`src/rtl/split_fetch_pkg.sv`:
```
package split_fetch_pkg;

  typedef enum logic [1:0] {
    ST_IDLE,
    ST_HDR,
    ST_UP,
    ST_DN
  } fetchState_t;

  // strobes from control to datapath
  typedef struct packed {
    logic active;   // a read is issued this cycle
    logic restart;  // load both counters from startAddr
    logic loadHdr;  // capture slot counts from the header word
    logic fetchUp;  // store upward slot, advance upward counter
    logic fetchDn;  // store downward slot, retreat downward counter
    logic selDn;    // address comes from the downward counter
    logic commit;   // instruction complete, publish valid masks
  } fetchStrobe_t;

endpackage

```
`src/rtl/split_fetch_ctrl.sv`:
```
module split_fetch_ctrl
  import split_fetch_pkg::*;
#(
  parameter int CNT_W = 4
) (
  input  logic             clk,
  input  logic             rstN,
  input  logic             startValid,
  input  logic [CNT_W-1:0] hdrUp,
  input  logic [CNT_W-1:0] hdrDn,
  input  logic [CNT_W-1:0] upCnt,
  input  logic [CNT_W-1:0] dnCnt,
  output fetchStrobe_t     stb,
  output logic [CNT_W-1:0] slotIdx,
  output logic             instValid
);

  fetchState_t state, nextState;
  logic [CNT_W-1:0] nextIdx;

  always_comb begin
    stb       = '0;
    nextState = state;
    nextIdx   = slotIdx;
    stb.active = (state != ST_IDLE);
    stb.selDn  = (state == ST_DN);
    if (startValid) begin
      stb.restart = 1'b1;
      nextState   = ST_HDR;
      nextIdx     = '0;
    end else begin
      unique case (state)
        ST_HDR: begin
          stb.loadHdr = 1'b1;
          nextIdx     = '0;
          if (hdrUp != '0)      nextState = ST_UP;
          else if (hdrDn != '0) nextState = ST_DN;
          else                  stb.commit = 1'b1;
        end
        ST_UP: begin
          stb.fetchUp = 1'b1;
          if (slotIdx == upCnt - CNT_W'(1)) begin
            nextIdx = '0;
            if (dnCnt != '0) nextState = ST_DN;
            else begin
              stb.commit = 1'b1;
              nextState  = ST_HDR;
            end
          end else begin
            nextIdx = slotIdx + CNT_W'(1);
          end
        end
        ST_DN: begin
          stb.fetchDn = 1'b1;
          if (slotIdx == dnCnt - CNT_W'(1)) begin
            nextIdx    = '0;
            stb.commit = 1'b1;
            nextState  = ST_HDR;
          end else begin
            nextIdx = slotIdx + CNT_W'(1);
          end
        end
        default: ;
      endcase
    end
  end

  always_ff @(posedge clk or negedge rstN) begin
    if (!rstN) begin
      state     <= ST_IDLE;
      slotIdx   <= '0;
      instValid <= 1'b0;
    end else begin
      state     <= nextState;
      slotIdx   <= nextIdx;
      instValid <= stb.commit;
    end
  end

  // the upward slot index stays inside the decoded upward count
  p_up_idx_r4: assert property (@(posedge clk) disable iff (!rstN)
    (state == ST_UP) |-> (slotIdx < upCnt));

  // the downward slot index stays inside the decoded downward count
  p_dn_idx_r5: assert property (@(posedge clk) disable iff (!rstN)
    (state == ST_DN) |-> (slotIdx < dnCnt));

  // a restart never publishes the abandoned instruction
  p_restart_quiet_r9: assert property (@(posedge clk) disable iff (!rstN)
    startValid |=> !instValid);

endmodule

```
`src/rtl/split_fetch_dp.sv`:
```
module split_fetch_dp
  import split_fetch_pkg::*;
#(
  parameter int ADDR_W = 16,
  parameter int OP_W   = 32,
  parameter int CNT_W  = 4,
  parameter int SLOTS  = 15
) (
  input  logic                  clk,
  input  logic                  rstN,
  input  fetchStrobe_t          stb,
  input  logic [CNT_W-1:0]      slotIdx,
  input  logic [ADDR_W-1:0]     startAddr,
  input  logic [OP_W-1:0]       memRdData,
  output logic [ADDR_W-1:0]     memAddr,
  output logic                  memRd,
  output logic [CNT_W-1:0]      hdrUp,
  output logic [CNT_W-1:0]      hdrDn,
  output logic [CNT_W-1:0]      upCnt,
  output logic [CNT_W-1:0]      dnCnt,
  output logic [SLOTS*OP_W-1:0] upOps,
  output logic [SLOTS*OP_W-1:0] dnOps,
  output logic [SLOTS-1:0]      upValid,
  output logic [SLOTS-1:0]      dnValid
);

  logic [ADDR_W-1:0] upPc, dnPc;
  logic [CNT_W-1:0]  effUp, effDn;

  assign hdrUp   = memRdData[CNT_W-1:0];
  assign hdrDn   = memRdData[2*CNT_W-1:CNT_W];
  assign memAddr = stb.selDn ? (dnPc - ADDR_W'(1)) : upPc;
  assign memRd   = stb.active;

  // an empty header commits in the same cycle its counts arrive
  assign effUp = stb.loadHdr ? hdrUp : upCnt;
  assign effDn = stb.loadHdr ? hdrDn : dnCnt;

  always_ff @(posedge clk or negedge rstN) begin
    if (!rstN) begin
      upPc  <= '0;
      dnPc  <= '0;
      upCnt <= '0;
      dnCnt <= '0;
    end else if (stb.restart) begin
      upPc <= startAddr;
      dnPc <= startAddr;
    end else if (stb.loadHdr) begin
      upPc  <= upPc + ADDR_W'(1);
      upCnt <= hdrUp;
      dnCnt <= hdrDn;
    end else if (stb.fetchUp) begin
      upPc <= upPc + ADDR_W'(1);
    end else if (stb.fetchDn) begin
      dnPc <= dnPc - ADDR_W'(1);
    end
  end

  for (genvar i = 0; i < SLOTS; i++) begin : g_slot
    logic [OP_W-1:0] upWord, dnWord;
    always_ff @(posedge clk or negedge rstN) begin
      if (!rstN) begin
        upWord     <= '0;
        dnWord     <= '0;
        upValid[i] <= 1'b0;
        dnValid[i] <= 1'b0;
      end else begin
        if (stb.fetchUp && slotIdx == CNT_W'(i)) upWord <= memRdData;
        if (stb.fetchDn && slotIdx == CNT_W'(i)) dnWord <= memRdData;
        upValid[i] <= stb.commit && (CNT_W'(i) < effUp);
        dnValid[i] <= stb.commit && (CNT_W'(i) < effDn);
      end
    end
    assign upOps[i*OP_W +: OP_W] = upWord;
    assign dnOps[i*OP_W +: OP_W] = dnWord;
  end

  // the downward counter never passes above the upward counter
  p_pc_order_r6: assert property (@(posedge clk) disable iff (!rstN)
    stb.active |-> (dnPc <= upPc));

  // published masks are contiguous from slot 0
  p_contig_r3: assert property (@(posedge clk) disable iff (!rstN)
    ((upValid & (upValid + SLOTS'(1))) == '0) && ((dnValid & (dnValid + SLOTS'(1))) == '0));

  // the number of valid upward slots equals the decoded count
  p_count_r3: assert property (@(posedge clk) disable iff (!rstN)
    stb.commit |=> ($countones(upValid) == $past(int'(effUp))));

endmodule

```
`src/rtl/split_fetch.sv`:
```
module split_fetch
  import split_fetch_pkg::*;
#(
  parameter int ADDR_W = 16,
  parameter int OP_W   = 32,
  parameter int CNT_W  = 4,
  localparam int SLOTS = (1 << CNT_W) - 1
) (
  input  logic                  clk,
  input  logic                  rstN,
  input  logic                  startValid,
  input  logic [ADDR_W-1:0]     startAddr,
  output logic                  memRd,
  output logic [ADDR_W-1:0]     memAddr,
  input  logic [OP_W-1:0]       memRdData,
  output logic                  instValid,
  output logic [SLOTS*OP_W-1:0] upOps,
  output logic [SLOTS-1:0]      upValid,
  output logic [SLOTS*OP_W-1:0] dnOps,
  output logic [SLOTS-1:0]      dnValid
);

  fetchStrobe_t     stb;
  logic [CNT_W-1:0] slotIdx, hdrUp, hdrDn, upCnt, dnCnt;

  split_fetch_ctrl #(.CNT_W(CNT_W)) u_ctrl (
    .clk(clk), .rstN(rstN), .startValid(startValid),
    .hdrUp(hdrUp), .hdrDn(hdrDn), .upCnt(upCnt), .dnCnt(dnCnt),
    .stb(stb), .slotIdx(slotIdx), .instValid(instValid)
  );

  split_fetch_dp #(.ADDR_W(ADDR_W), .OP_W(OP_W), .CNT_W(CNT_W), .SLOTS(SLOTS)) u_dp (
    .clk(clk), .rstN(rstN), .stb(stb), .slotIdx(slotIdx),
    .startAddr(startAddr), .memRdData(memRdData),
    .memAddr(memAddr), .memRd(memRd),
    .hdrUp(hdrUp), .hdrDn(hdrDn), .upCnt(upCnt), .dnCnt(dnCnt),
    .upOps(upOps), .dnOps(dnOps), .upValid(upValid), .dnValid(dnValid)
  );

  // the header read follows the entry address directly
  p_start_addr_r2: assert property (@(posedge clk) disable iff (!rstN)
    startValid |=> (memRd && memAddr == $past(startAddr)));

  // slot valid bits only appear with the instruction strobe
  p_valid_gate_r10: assert property (@(posedge clk) disable iff (!rstN)
    !instValid |-> (upValid == '0 && dnValid == '0));

endmodule

```
`config.mk`:
```
export PLATFORM = sky130hd
export DESIGN_NAME = split_fetch
export DESIGN_NICKNAME = d
export VERILOG_FILES = /design/src/rtl/split_fetch_pkg.sv /design/src/rtl/split_fetch_ctrl.sv /design/src/rtl/split_fetch_dp.sv /design/src/rtl/split_fetch.sv
export SDC_FILE = /design/constraint.sdc
export NUM_CORES = 1
export LEC_CHECK = 0
export ABC_AREA = 1
export BUFFER_PORTS_ARGS = -buffer_cell sky130_fd_sc_hd__clkbuf_2
export CORE_AREA = 2 2 409 411
export CTS_BUF_LIST = sky130_fd_sc_hd__clkbuf_8
export DETAILED_ROUTE_END_ITERATION = 10
export DIE_AREA = 0 0 411 413
export HOLD_SLACK_MARGIN = 0.1
export PLACE_DENSITY = 0.41
export SYNTH_ARGS = -nofsm -noshare
export SYNTH_HDL_FRONTEND = slang
export SYNTH_SLANG_ARGS = --single-unit
```
`constraint.sdc`:
```
create_clock -name clk -period 1.8 [get_ports clk]
set_input_delay 0.18 -clock clk [delete_from_list [all_inputs] [get_ports clk]]
set_output_delay 0.18 -clock clk [all_outputs]
set_load 0.03 [all_outputs]
```
# Word-level counts from Yosys, hierarchy flattened
# Index checks and enable logic that the tools add are counted.
dict set report totals {
  ff_bits 1037
  in_bits 51
  output_inout_bits 1008
  wordCells 229
}
dict set report classes {
  add_sub_neg 5
  magnitude_cmp 30
  eq_ne 24
  n_mux 33
  n_reduce_logical 70
}
# operator n
set op_table {}
lappend op_table {{$mux W16} 8}
lappend op_table {{$logic_and A1 B1 Y1} 60}
lappend op_table {{$lt A4 B4 Y1 const A} 14}
lappend op_table {{$lt A3 B4 Y1 const A} 8}
lappend op_table {{$eq A4 B4 Y1 const B} 7}
lappend op_table {{$mux W4} 5}
lappend op_table {{$add A16 B1 Y16 const B} 1}
lappend op_table {{$eq A4 B3 Y1 const B} 4}
lappend op_table {{$lt A1 B4 Y1 const A} 4}
lappend op_table {{$lt A2 B4 Y1 const A} 4}
lappend op_table {{$reduce_bool A4 Y1} 4}
lappend op_table {{$sub A16 B1 Y16 const B} 1}
lappend op_table {{$mux W2} 6}
lappend op_table {{$pmux W4 S3} 1}
lappend op_table {{$mux W1} 10}
lappend op_table {{$eq A4 B2 Y1 const B} 2}
lappend op_table {{$eq A4 B4 Y1} 2}
lappend op_table {{$sub A4 B1 Y4 const B} 2}
lappend op_table {{$pmux W2 S3} 1}
lappend op_table {{$add A4 B1 Y4 const B} 1}
lappend op_table {{$eq A2 B2 Y1 const B} 2}
lappend op_table {{$eq A4 B1 Y1 const B} 1}
lappend op_table {{$logic_not A4 Y1} 1}
lappend op_table {{$ne A2 B2 Y1 const B} 2}
lappend op_table {{other kinds (10)} 11}

# Depth between registers and ports, before layout
dict set report depth {
  ltp_word 7
  depth_mapped 14
}

# Modules after synthesis
# From an unflattened synthesis, not the netlist that was laid out.
dict set report unflattened {
  cells_unflattened 3891
  hier_area_um2 38635.8
}
# mod n_inst cells_per_inst area_each_um2
set by_module_without_submodules {}
lappend by_module_without_submodules {split_fetch_dp 1 3755 37785.0}
lappend by_module_without_submodules {split_fetch_ctrl 1 136 850.8}

# Worst setup path after synthesis
# OpenSTA, ideal clock, no wires.
dict set report synth_timing {
  kind {reg2out}
  from {register u_dp.dnPc[2]}
  to {output memAddr[13]}
  t_arrival_ns 1.824
  t_required_ns 1.620
  path_slack_ns -0.204
  stages_incl_launch_ff 8
  path_buffers 0
  cell_sequence {dfrtp_1 nor2_1 nand2_1 nor2_1 nand3_1 nor2_1 xor2_1 o21ai_0}
}
dict set report synth_via {
  elab_chain_len 2
}
# item line_no
set synth_rtl {}
lappend synth_rtl {{start: declaration} split_fetch_dp.sv:27} ;# logic [ADDR_W-1:0] upPc, dnPc;
lappend synth_rtl {{start signal: assignment} split_fetch_dp.sv:47} ;# dnPc <= startAddr;
lappend synth_rtl {{start signal: assignment} split_fetch_dp.sv:55} ;# dnPc <= dnPc - ADDR_W'(1);
lappend synth_rtl {{$sub A16 B1 Y16} split_fetch_dp.sv:32} ;# assign memAddr = stb.selDn ? (dnPc - ADDR_W'(1)) : upPc;
lappend synth_rtl {{$mux W16} split_fetch_dp.sv:32}
lappend synth_rtl {{end: declaration} split_fetch.sv:14} ;# output logic [ADDR_W-1:0] memAddr,
# Every way passes these cells.

# Worst setup path in the final report
dict set report layout_timing {
  from {register u_dp.dnPc[0]}
  to {output memAddr[12]}
}
# The elaborated chain is that of the path after synthesis.

==> reports/metrics.csv <==
stage;metric;value;unit
clocking;cts.clk_slew.worst_paths;60;ps
yosys;synth_cell_types;34;
global_route;top_usage_layer;met2;
critical_path;end_kind;primary output;
timing;tightestPinTransition;843;ps
timing;fmax;0.373;GHz
detailed_routing;dr_total_vias;35100;
yosys;yosysSeqAreaShare;0.680;
yosys;ys_async_sr_fraction;1.00;
timing;layout_min_cycle_time;2680;ps
floorplan;rows;150;
clocking;cts_tree;built;
place;dpl.hpwl;122000;um
floorplan;die_y;413;um
power_and_ir_drop;p_clk_frac;0.322;
place;place_area;0.0483;mm2
critical_path;critPathMaxFanout;3;
place;portBuffers;1058;
clocking;htree_levels;4;
detailed_routing;drt_iter0_drc;2903;
yosys;syn_area;0.0382;mm2
critical_path;cp.arrival;2500;ps
global_route;met3_usage;0.0626;
place;gp_congestion;0.820;
timing;setup_viol;609;
global_route;grt_pass1_vias;33800;
clocking;root_buffer;clkbuf_8;
yosys;syn-num-nets;3854;
clocking;clk_path_buf_depth;3;
yosys;ys_warn_count;0;
power_and_ir_drop;p_int;46.3;mW
detailed_routing;routed_wl;208000;um
yosys;ys_ff_latch;1037;
yosys;syn_inst;3794;
floorplan;boundaryPins;1059;
floorplan;die_width;411;um
global_route;antenna_found_initial;20;
timing;hold_viol;0;
detailed_routing;ant_nets;0;
timing;fin_ws;-883;ps
detailed_routing;drt_pass1_iterations;7;
finish;layout_commonest_cell;clkbuf_8;
clocking;clock_latency;940;ps
critical_path;crit_type;flop to primary output;
floorplan;core_area;0.166;mm2
critical_path;cp-start-kind;flop;
global_route;met1_usage;0.272;
yosys;yosys_most_used_dff;dfrtp_1;
critical_path;cp.required;1620;ps
timing;fin_skew;29.9;ps
yosys;synth-edff-count;0;
clocking;cts.sinks;1037;
global_route;grt_overflow;0;
global_route;grt_use_met2;0.361;
finish;area_growth;74.7;%
finish;layout_common_cells;clkbuf_8, dfrtp_1, nand2_1;
timing;relSlewSlack;0.438;
status;violations;setup timing;
power_and_ir_drop;seq_power_share;0.382;
finish;nFillCells;16300;
finish;nets;5413;
detailed_routing;drc;0;
power_and_ir_drop;p_switching;24.7;mW
power_and_ir_drop;switching_share;0.348;
power_and_ir_drop;p_per_area;1060;mW/mm2
detailed_routing;vias_per_cell;4.56;
clocking;cts_buffers;187;
floorplan;die_area;0.170;mm2
flow_run;drv_cap;0;
timing;min_period_over_period;1.49;
global_route;grt_max_degree;67;
power_and_ir_drop;vdd_ir_drop_max;861;uV
power_and_ir_drop;p_comb_frac;0.296;
min_path;hp-class;primary input to flop;
finish;postLayoutCellArea;0.0666;mm2
status;outcome;finished with violations;
detailed_routing;post_drt_wl_per_cell;27.0;um
finish;drive_gt1_frac;0.412;
global_route;gr-usage-all-layers;0.218;
power_and_ir_drop;power_leakage;31.9;nW
timing;drv_slew;0;
timing;rsz0062_at_grt;true;
global_route;grt_pass1_wl;264000;um
floorplan;start_util;0.230;
finish;fin_util;0.402;
yosys;syn_avg_cell_area;10.1;um2
-- sequential cells by signal, indices dropped and copies added, names as in the netlist --
register and count:
u_ctrl.instValid 1, u_ctrl.slotIdx 4, u_ctrl.state 2, u_dp.dnCnt 4
u_dp.dnPc 16, u_dp.dnValid 15, u_dp.g_slot.dnWord 480, u_dp.g_slot.upWord 480
u_dp.upCnt 4, u_dp.upPc 16, u_dp.upValid 15
-- area by class of cell --
cell class,instances,area [um2],area share
antenna,9,22.5,0.000338
inverter,104,415,0.00623
clock buffer,239,3290,0.0494
clock inverter,93,510,0.00766
timing repair buffer,1661,21100,0.317
tap,2204,2760,0.0414
multi-input combinational,2362,12500,0.188
sequential,1037,26000,0.389
-- through the flow --
step           cells  setup WS [ps]  total power [mW]  TNS, ps  hold WS, ps
6_report        7709           -883              70.9   -73490          240
5_1_grt         7703          -1100              74.0  -142400          162
4_1_cts         7597          -1010              69.7   -36640          109
3_5_place_dp    7019           -186              42.0    -6100          160
3_3_place_gp    7019           -192              41.9    -3380          169
2_1_floorplan   3794          -72.5              35.1     -699         -116
-- routing by layer --
metal | share of wire | vias to the layer above
met1 | 0.40 | 17700
met5 | 0 | -
met4 | 0.035 | 0
li1 | - | 15600
met2 | 0.49 | 1470
met3 | 0.078 | 353
-- repair_timing --
| action | CTS | global route |
|---|---|---|
| buffers inserted | 154 | 35 |
| hold buffers | 76 | 0 |
| resized for setup | 1962 | 636 |
| pin swaps | 21 | 61 |
| cloned | 17 | 74 |
| setup endpoints to repair | 1161 | 918 |
| hold endpoints to repair | 2074 | 0 |
-- final timing paths --
path	startpoint	endpoint	slack, ps	cells after the start
max	u_dp.dnPc[0]	memAddr[12]	-880	10
min	memRdData[19]	u_dp.g_slot[5].upWord[19]	240	4
min reg2reg	u_dp.g_slot[6].dnWord[11]	u_dp.g_slot[6].dnWord[11]	480	2
min in group asynchronous	rstN	u_dp.g_slot[7].upWord[10]	630	4
max in group asynchronous	rstN	u_dp.g_slot[6].upWord[0]	440	6
max reg2reg	u_ctrl.state[1]	u_dp.g_slot[9].upWord[4]	-240	12
-- power groups by stage --
stage | Sequential (mW) | Clock [mW] | Combinational [mW]
after CTS | 27.0 | 23.5 | 19.2
final | 27.1 | 22.8 | 21.0
after floorplan | 30.5 | 0 | 4.59
after detailed placement | 27.2 | 0 | 14.8
after global placement | 27.1 | 0 | 14.8
after global routing | 27.3 | 24.5 | 22.2
-- logic make-up after synthesis --
family	share of synthesized area
adders and majority gates	0.00295
xor gates and xnor gates	0.00459
buffers and inverters	0.0409
and+or+nand+nor	0.132
AOI/OAI and AO/OA	0.139
DFF	0.680
-- synthesized netlist by cell type, types with 8 or more instances --
library cell | number | area [um2]
nand2_1 | 1116 | 4190
dfrtp_1 | 1037 | 25900
o21ai_0 | 890 | 4450
clkbuf_1 | 250 | 938
o21ai_1 | 116 | 581
inv_1 | 96 | 360
nor2_1 | 80 | 300
buf_2 | 32 | 160
nand3_1 | 29 | 145
xor2_1 | 20 | 175
a21oi_1 | 17 | 85.1
nand2_2 | 17 | 106
nor3_1 | 14 | 70.1
nand2_4 | 11 | 124
a31oi_1 | 9 | 56.3
ha_1 | 9 | 113
nand4_1 | 8 | 50.1
o211ai_1 | 8 | 60.1
-- worst max-delay path, stage by stage (launching register included) --
cell      delay (ps)
dfrtp_1          390
inv_2            100
ha_4             140
inv_2             40
nor3_4           130
inv_2             70
nor3_2           140
xor2_1           200
nand2_1           80
o21ai_2           70
clkbuf_8         180
Note: power is estimated with default switching activity, not from simulation.
